## config.mk

```make
export PLATFORM = sky130hd
export DESIGN_NAME = nvc_commit_top
export DESIGN_NICKNAME = d
export VERILOG_FILES = /design/src/rtl/nvc_pkg.sv /design/src/rtl/nvc_slot_timer.sv /design/src/rtl/nvc_hold_bank.sv /design/src/rtl/nvc_ctrl_fsm.sv /design/src/rtl/nvc_commit_top.sv
export SDC_FILE = /design/constraint.sdc
export NUM_CORES = 1
export LEC_CHECK = 0
export BUFFER_PORTS_ARGS = -buffer_cell sky130_fd_sc_hd__buf_2
export CORE_MARGIN = 2
export CORE_UTILIZATION = 30
export DETAILED_ROUTE_END_ITERATION = 7
export PLACE_DENSITY_LB_ADDON = 0.25
export SLEW_MARGIN = 20
export SYNTH_ARGS = -nofsm -noshare
export SYNTH_HDL_FRONTEND = slang
export SYNTH_SLANG_ARGS = --single-unit
```

## constraint.sdc

```tcl
create_clock -name clk -period 2.7 [get_ports clk]
set_input_delay 0.54 -clock clk [delete_from_list [all_inputs] [get_ports clk]]
set_output_delay 0.54 -clock clk [all_outputs]
set_load 0.03 [all_outputs]
```

## src/rtl/nvc_pkg.sv

```systemverilog
package nvc_pkg;

  typedef enum logic [1:0] {
    ST_IDLE  = 2'd0,
    ST_ZWAIT = 2'd1,
    ST_PROG  = 2'd2
  } nvc_state_e;

  // total cycles one commit keeps the programming port occupied
  function automatic int unsigned commit_len(input int unsigned locs,
                                             input int unsigned per_loc);
    return locs * per_loc;
  endfunction

  // cycle offset of a location's write pulse from the commit start
  function automatic int unsigned slot_offset(input int unsigned loc,
                                              input int unsigned per_loc);
    return loc * per_loc;
  endfunction

endpackage

```

## src/rtl/nvc_slot_timer.sv

```systemverilog
module nvc_slot_timer #(
  parameter int unsigned PROG_CYCLES = 4,
  parameter int unsigned NUM_LOC     = 3,
  localparam int unsigned CNT_W      = $clog2(PROG_CYCLES + 1),
  localparam int unsigned IDX_W      = (NUM_LOC > 1) ? $clog2(NUM_LOC) : 1
) (
  input  logic             clk,
  input  logic             rst_n,
  input  logic             run_i,
  output logic             slot_first_o,
  output logic [IDX_W-1:0] slot_idx_o,
  output logic             commit_end_o
);

  localparam logic [CNT_W-1:0] CNT_LAST = CNT_W'(PROG_CYCLES - 1);
  localparam logic [IDX_W-1:0] IDX_LAST = IDX_W'(NUM_LOC - 1);

  logic [CNT_W-1:0] cnt_q;
  logic [IDX_W-1:0] idx_q;
  logic             slot_end;

  assign slot_end     = run_i && (cnt_q == CNT_LAST);
  assign slot_first_o = run_i && (cnt_q == '0);
  assign slot_idx_o   = idx_q;
  assign commit_end_o = slot_end && (idx_q == IDX_LAST);

  always_ff @(posedge clk or negedge rst_n) begin
    if (!rst_n) begin
      cnt_q <= '0;
      idx_q <= '0;
    end else if (!run_i) begin
      cnt_q <= '0;
      idx_q <= '0;
    end else if (slot_end) begin
      cnt_q <= '0;
      idx_q <= (idx_q == IDX_LAST) ? '0 : idx_q + 1'b1;
    end else begin
      cnt_q <= cnt_q + 1'b1;
    end
  end


  cnt_range_chk: assert property (@(posedge clk) disable iff (!rst_n)
    cnt_q <= CNT_LAST);


  idx_range_chk: assert property (@(posedge clk) disable iff (!rst_n)
    idx_q <= IDX_LAST);

  generate
    if (PROG_CYCLES > 1) begin : g_spacing

      pulse_spacing_chk: assert property (@(posedge clk) disable iff (!rst_n)
        slot_first_o |=> !slot_first_o);
    end
  endgenerate

endmodule

```

## src/rtl/nvc_hold_bank.sv

```systemverilog
module nvc_hold_bank #(
  parameter int unsigned DATA_W  = 8,
  parameter int unsigned NUM_LOC = 3,
  localparam int unsigned IDX_W  = (NUM_LOC > 1) ? $clog2(NUM_LOC) : 1,
  localparam int unsigned BUS_W  = DATA_W * NUM_LOC
) (
  input  logic              clk,
  input  logic              rst_n,
  input  logic              load_i,
  input  logic [BUS_W-1:0]  live_i,
  input  logic [IDX_W-1:0]  sel_i,
  output logic [DATA_W-1:0] byte_o
);

  logic [BUS_W-1:0] bank_flat;

  generate
    for (genvar g = 0; g < NUM_LOC; g++) begin : g_loc
      logic [DATA_W-1:0] held_q;
      always_ff @(posedge clk or negedge rst_n) begin
        if (!rst_n)      held_q <= '0;
        else if (load_i) held_q <= live_i[g*DATA_W +: DATA_W];
      end
      assign bank_flat[g*DATA_W +: DATA_W] = held_q;
    end
  endgenerate

  always_comb begin
    byte_o = '0;
    for (int i = 0; i < NUM_LOC; i++) begin
      if (sel_i == IDX_W'(i)) byte_o = bank_flat[i*DATA_W +: DATA_W];
    end
  end


  hold_frozen_chk: assert property (@(posedge clk) disable iff (!rst_n)
    !load_i |=> $stable(bank_flat));

endmodule

```

## src/rtl/nvc_ctrl_fsm.sv

```systemverilog
module nvc_ctrl_fsm
  import nvc_pkg::*;
(
  input  logic clk,
  input  logic rst_n,
  input  logic wr_done_i,
  input  logic zc_en_i,
  input  logic zc_done_i,
  input  logic commit_end_i,
  output logic run_o,
  output logic load_o,
  output logic busy_o
);

  nvc_state_e state_q, state_d, start_st;
  logic       pend_q, pend_d;
  logic       restart_req;
  logic       zc_released;

  assign start_st    = zc_en_i ? ST_ZWAIT : ST_PROG;
  assign restart_req = pend_q || wr_done_i;
  assign zc_released = zc_done_i || !zc_en_i;

  always_comb begin
    state_d = state_q;
    unique case (state_q)
      ST_IDLE:  if (wr_done_i) state_d = start_st;
      ST_ZWAIT: if (zc_released) state_d = ST_PROG;
      ST_PROG:  if (commit_end_i) state_d = restart_req ? start_st : ST_IDLE;
      default:  state_d = ST_IDLE;
    endcase
  end

  always_comb begin
    pend_d = pend_q;
    if (state_q == ST_PROG && commit_end_i) pend_d = 1'b0;
    else if (wr_done_i && state_q != ST_IDLE) pend_d = 1'b1;
  end

  always_ff @(posedge clk or negedge rst_n) begin
    if (!rst_n) begin
      state_q <= ST_IDLE;
      pend_q  <= 1'b0;
    end else begin
      state_q <= state_d;
      pend_q  <= pend_d;
    end
  end

  assign run_o  = (state_q == ST_PROG);
  assign busy_o = (state_q != ST_IDLE);
  assign load_o = (state_d == ST_PROG) && ((state_q != ST_PROG) || commit_end_i);


  idle_hold_chk: assert property (@(posedge clk) disable iff (!rst_n)
    (!busy_o && !wr_done_i) |=> !busy_o);


  strobe_start_chk: assert property (@(posedge clk) disable iff (!rst_n)
    (!busy_o && wr_done_i) |=> busy_o);


  pend_carry_chk: assert property (@(posedge clk) disable iff (!rst_n)
    (pend_q && commit_end_i) |=> busy_o);


  pend_only_busy_chk: assert property (@(posedge clk) disable iff (!rst_n)
    pend_q |-> busy_o);


  zc_gate_chk: assert property (@(posedge clk) disable iff (!rst_n)
    (state_q == ST_ZWAIT && zc_en_i && !zc_done_i) |=> !run_o);

endmodule

```

## src/rtl/nvc_commit_top.sv

```systemverilog
module nvc_commit_top
  import nvc_pkg::*;
#(
  parameter int unsigned DATA_W      = 8,
  parameter int unsigned NUM_LOC     = 3,
  parameter int unsigned PROG_CYCLES = 4,
  localparam int unsigned ADDR_W     = (NUM_LOC > 1) ? $clog2(NUM_LOC) : 1,
  localparam int unsigned BUS_W      = DATA_W * NUM_LOC
) (
  input  logic              clk,
  input  logic              rst_n,
  input  logic              wr_done_i,
  input  logic              zc_en_i,
  input  logic              zc_done_i,
  input  logic [BUS_W-1:0]  live_i,
  output logic              mem_we_o,
  output logic [ADDR_W-1:0] mem_addr_o,
  output logic [DATA_W-1:0] mem_wdata_o,
  output logic              busy_o
);

  // internal events brought out for the checks below
  logic              ev_run;
  logic              ev_load;
  logic              ev_slot_first;
  logic              ev_commit_end;
  logic [ADDR_W-1:0] ev_slot_idx;

  nvc_ctrl_fsm u_fsm (
    .clk          (clk),
    .rst_n        (rst_n),
    .wr_done_i    (wr_done_i),
    .zc_en_i      (zc_en_i),
    .zc_done_i    (zc_done_i),
    .commit_end_i (ev_commit_end),
    .run_o        (ev_run),
    .load_o       (ev_load),
    .busy_o       (busy_o)
  );

  nvc_slot_timer #(
    .PROG_CYCLES (PROG_CYCLES),
    .NUM_LOC     (NUM_LOC)
  ) u_timer (
    .clk          (clk),
    .rst_n        (rst_n),
    .run_i        (ev_run),
    .slot_first_o (ev_slot_first),
    .slot_idx_o   (ev_slot_idx),
    .commit_end_o (ev_commit_end)
  );

  nvc_hold_bank #(
    .DATA_W  (DATA_W),
    .NUM_LOC (NUM_LOC)
  ) u_bank (
    .clk    (clk),
    .rst_n  (rst_n),
    .load_i (ev_load),
    .live_i (live_i),
    .sel_i  (ev_slot_idx),
    .byte_o (mem_wdata_o)
  );

  assign mem_we_o   = ev_slot_first;
  assign mem_addr_o = ev_slot_idx;


  we_in_busy_chk: assert property (@(posedge clk) disable iff (!rst_n)
    mem_we_o |-> busy_o);


  we_addr_chk: assert property (@(posedge clk) disable iff (!rst_n)
    mem_we_o |-> (mem_addr_o < ADDR_W'(NUM_LOC)));


  reset_quiet_chk: assert property (@(posedge clk)
    !rst_n |-> (!busy_o && !mem_we_o));

endmodule

```

==> impl_metrics.ini <==
[run_status]
outcome = complete, no violations

[placement]
place_congestion = 0.720
port-buffer-count = 40
dp_cells = 320
dp_hpwl_um = 3860
dpl-instance-area_sq_um = 2330

[floorplanning]
row_count = 30
pin_count = 41
die_area_sq_um = 7580
die_height_um = 87.1
coreArea_sq_um = 6720
initial_standard_cell_utilization_of_the_core_pct = 30.8
die-width_um = 87.1

[timing]
finalHoldViolCount = 0
max_freq_ghz = 0.467
whs_ns = 0.332
worst-slew-pin-transition_ns = 0.772
finalSetupViolations = 0
timing.clock.skew_ns = 0.00322
period_share_pct = 79.3
timing_max_transition_violations_final = 0
rsz0062_at_grt = false
post-route-min-period_ns = 2.14
max_slew_margin_pct = 48.5
tns_ns = 0

[clock_tree]
holdBufCountCts = 0
cts.htree.levels = 2
cts_buffers = 5
cts-root-to-sink-buffers = 2
clock_sinks = 32
cts-resized-gates = 0
cts_root_buf = clkbuf_8
clock_tree_from_tritoncts = done
clock_latency_of_the_later_clocked_register_in_the_worst_skew_pair_ns = 0.28
cts_setup_buffers = 0
clkSlewWorstSetupHoldPaths_ns = 0.07

[power_and_ir_drop]
power_density_of_the_placed_cells_nw_per_um2 = 1230
ir_drop_v = 0.000421
fin_total_pwr_w = 0.00297
p_leak_nw = 0.994

[routing]
wl_um = 6050
route.antenna.remaining_nets = 0
drt_first_pass_iters = 4
route.vias.total = 1889
vias_per_cell = 5.78
drt-wirelength-per-cell_um = 18.5
detail_route.iter0.violations = 137
drc = 0

[grt]
grt_antenna_before_repair = 0
grt_pass1_wl_um = 10200
grt_overflow_total = 0
grt_use_total_pct = 17.4
first_global_vias = 1982
grt_max_degree = 33

[critical_path]
reg2regPathDepth = 5
type_of_element_launching_the_critical_path = flop
setup.worst_path.class = flop to output port
critical_path_peak_fanout = 6
r2r-start = u_timer.slot_idx_o[0]$_DFFE_PN0P_
crit_path_end_kind = output port
rrSetupSlack_ns = 0.99
worst_ep_required_time_ns = 2.16
r2r-end = u_fsm.state_q[0]$_DFF_PN0_
cp_data_arrival_time_ns = 1.60

[run]
timing.max_cap.violations = 0

[logic_synthesis]
ys.warnings.count = 0
synth.ff_latch_count = 32
synth.avg_cell_area_sq_um = 9.54
synth_cell_type_count = 30
netlist_area_sq_um = 2070
mappedNetlistNets = 248
yosysSeqAreaShare_pct = 38.7
post_synthesis_cell_count = 217

[final_layout]
design.final.nets = 278
fraction_of_final_layout_cells_with_drive_strength_greater_than_1_pct = 32.4
area.sequential_sq_um = 801
multi_input_comb_area_sq_um = 1120
synthToLayoutAreaGrowth_pct = 16.3
stdcell_area_sq_um = 2410
stdcell_count = 327
insertedDiodeCount = 0
num-fill-cells = 711

[worst_hold_path]
min_path_type = primary input to asynchronous set/reset pin
-- cells by family after synthesis --
kind of cell	Yosys count	synth area share, %
AOI/OAI and AO/OA	88	34.4
adders and majority gates	2	1.21
and+or+nand+nor	52	13.2
DFF	32	38.7
buffers and inverters	33	7.73
muxes	10	4.83
-- cell usage in the layout, fill, tap and decap left out, types with 2 or more instances in the layout --
cell      count
buf_2        40
dfrtp_1      32
o21ai_0      30
nand3_1      24
o221ai_1     24
o211ai_2     19
buf_4        12
mux2i_1      10
nand2_1       8
nor2b_1       6
o211ai_1      6
nor2_1        5
clkbuf_8      5
inv_1         4
o21ai_1       3
nand2b_1      2
a21oi_1       2
nor3b_1       2
ha_1          2
-- routing by layer --
layer	wire, um	global-route usage, %	vias to the layer above
met3	252	3.89	6
met2	2860	28.0	51
met1	2830	22.8	941
met5	0	0	-
met4	102	6.25	0
li1	-	-	891
-- power by group --
group	internal, W	total, W	switching, W
combinational	0.000678	0.00173	0.00105
sequential	0.000691	0.000891	0.000200
clock	0.000175	0.000353	0.000178
total	0.00154	0.00297	0.00143
-- worst max-delay path by stage --
stage / to / cells after the start / from
floorplan: mem_wdata_o[0] / 3 / u_timer.slot_idx_o[0]$_DFFE_PN0P_
detailed placement: mem_wdata_o[5] / 5 / u_timer.slot_idx_o[0]$_DFFE_PN0P_
global route: mem_wdata_o[4] / 5 / u_timer.slot_idx_o[0]$_DFFE_PN0P_
finish: mem_wdata_o[5] / 5 / u_timer.slot_idx_o[0]$_DFFE_PN0P_
CTS: mem_wdata_o[5] / 5 / u_timer.slot_idx_o[0]$_DFFE_PN0P_
global placement: u_bank.g_loc[0].held_q[0]$_DFFE_PN0P_ / 5 / zc_en_i
-- flip-flops by register name, indices dropped and copies added (netlist names) --
| register | count |
|---|---|
| u_timer.slot_idx_o | 2 |
| u_timer.cnt_q | 3 |
| u_fsm.pend_q | 1 |
| u_fsm.state_q | 2 |
| u_bank.g_loc.held_q | 24 |
-- stage by stage --
step / setup WS [ns] / utilization (%)
after floorplan: 0.529 / -
after global placement: 0.902 / 34.7
after detailed placement: 0.865 / 34.7
after CTS: 0.541 / 35.8
after global routing: 0.418 / 35.8
final: 0.560 / 35.8
-- cell type report --
class | instances | area share (%)
Clock buffer | 6 | 3.01
Multi-Input combinational cell | 152 | 46.7
Sequential cell | 32 | 33.2
Tap cell | 80 | 4.16
Timing Repair Buffer | 52 | 12.1
Inverter | 4 | 0.623
Clock inverter | 1 | 0.208
-- synth_stat cells --
cell	count	area, sq um
inv_1	4	15.0
and2_1	1	6.26
nand2b_1	2	12.5
nor3_1	1	5.00
buf_1	1	3.75
nor2_1	5	18.8
mux2i_1	10	100
clkbuf_2	2	10.0
a221oi_1	1	8.76
nor4bb_1	1	10.0
nand4bb_1	1	11.3
nor2b_1	6	37.5
nor3b_1	2	15.0
o22a_4	1	17.5
o21ai_0	30	150
o22a_1	1	8.76
or2_1	1	6.26
ha_1	2	25.0
o21ai_1	3	15.0
buf_6	3	33.8
nand3_1	24	120
a21oi_2	1	8.76
o211ai_2	19	238
clkbuf_1	14	52.6
buf_2	9	45.0
nand2_1	8	30.0
a21oi_1	2	10.0
dfrtp_1	32	801
o221ai_1	24	210
o211ai_1	6	45.0
-- worst max-delay path, cell delays in order, from the launching register on --
cell and delay (ns):
dfrtp_1 0.47, nor2b_1 0.27, buf_4 0.19, nand2_1 0.06, o21ai_0 0.09, buf_2 0.23
Note: power is estimated with default switching activity, not from simulation.
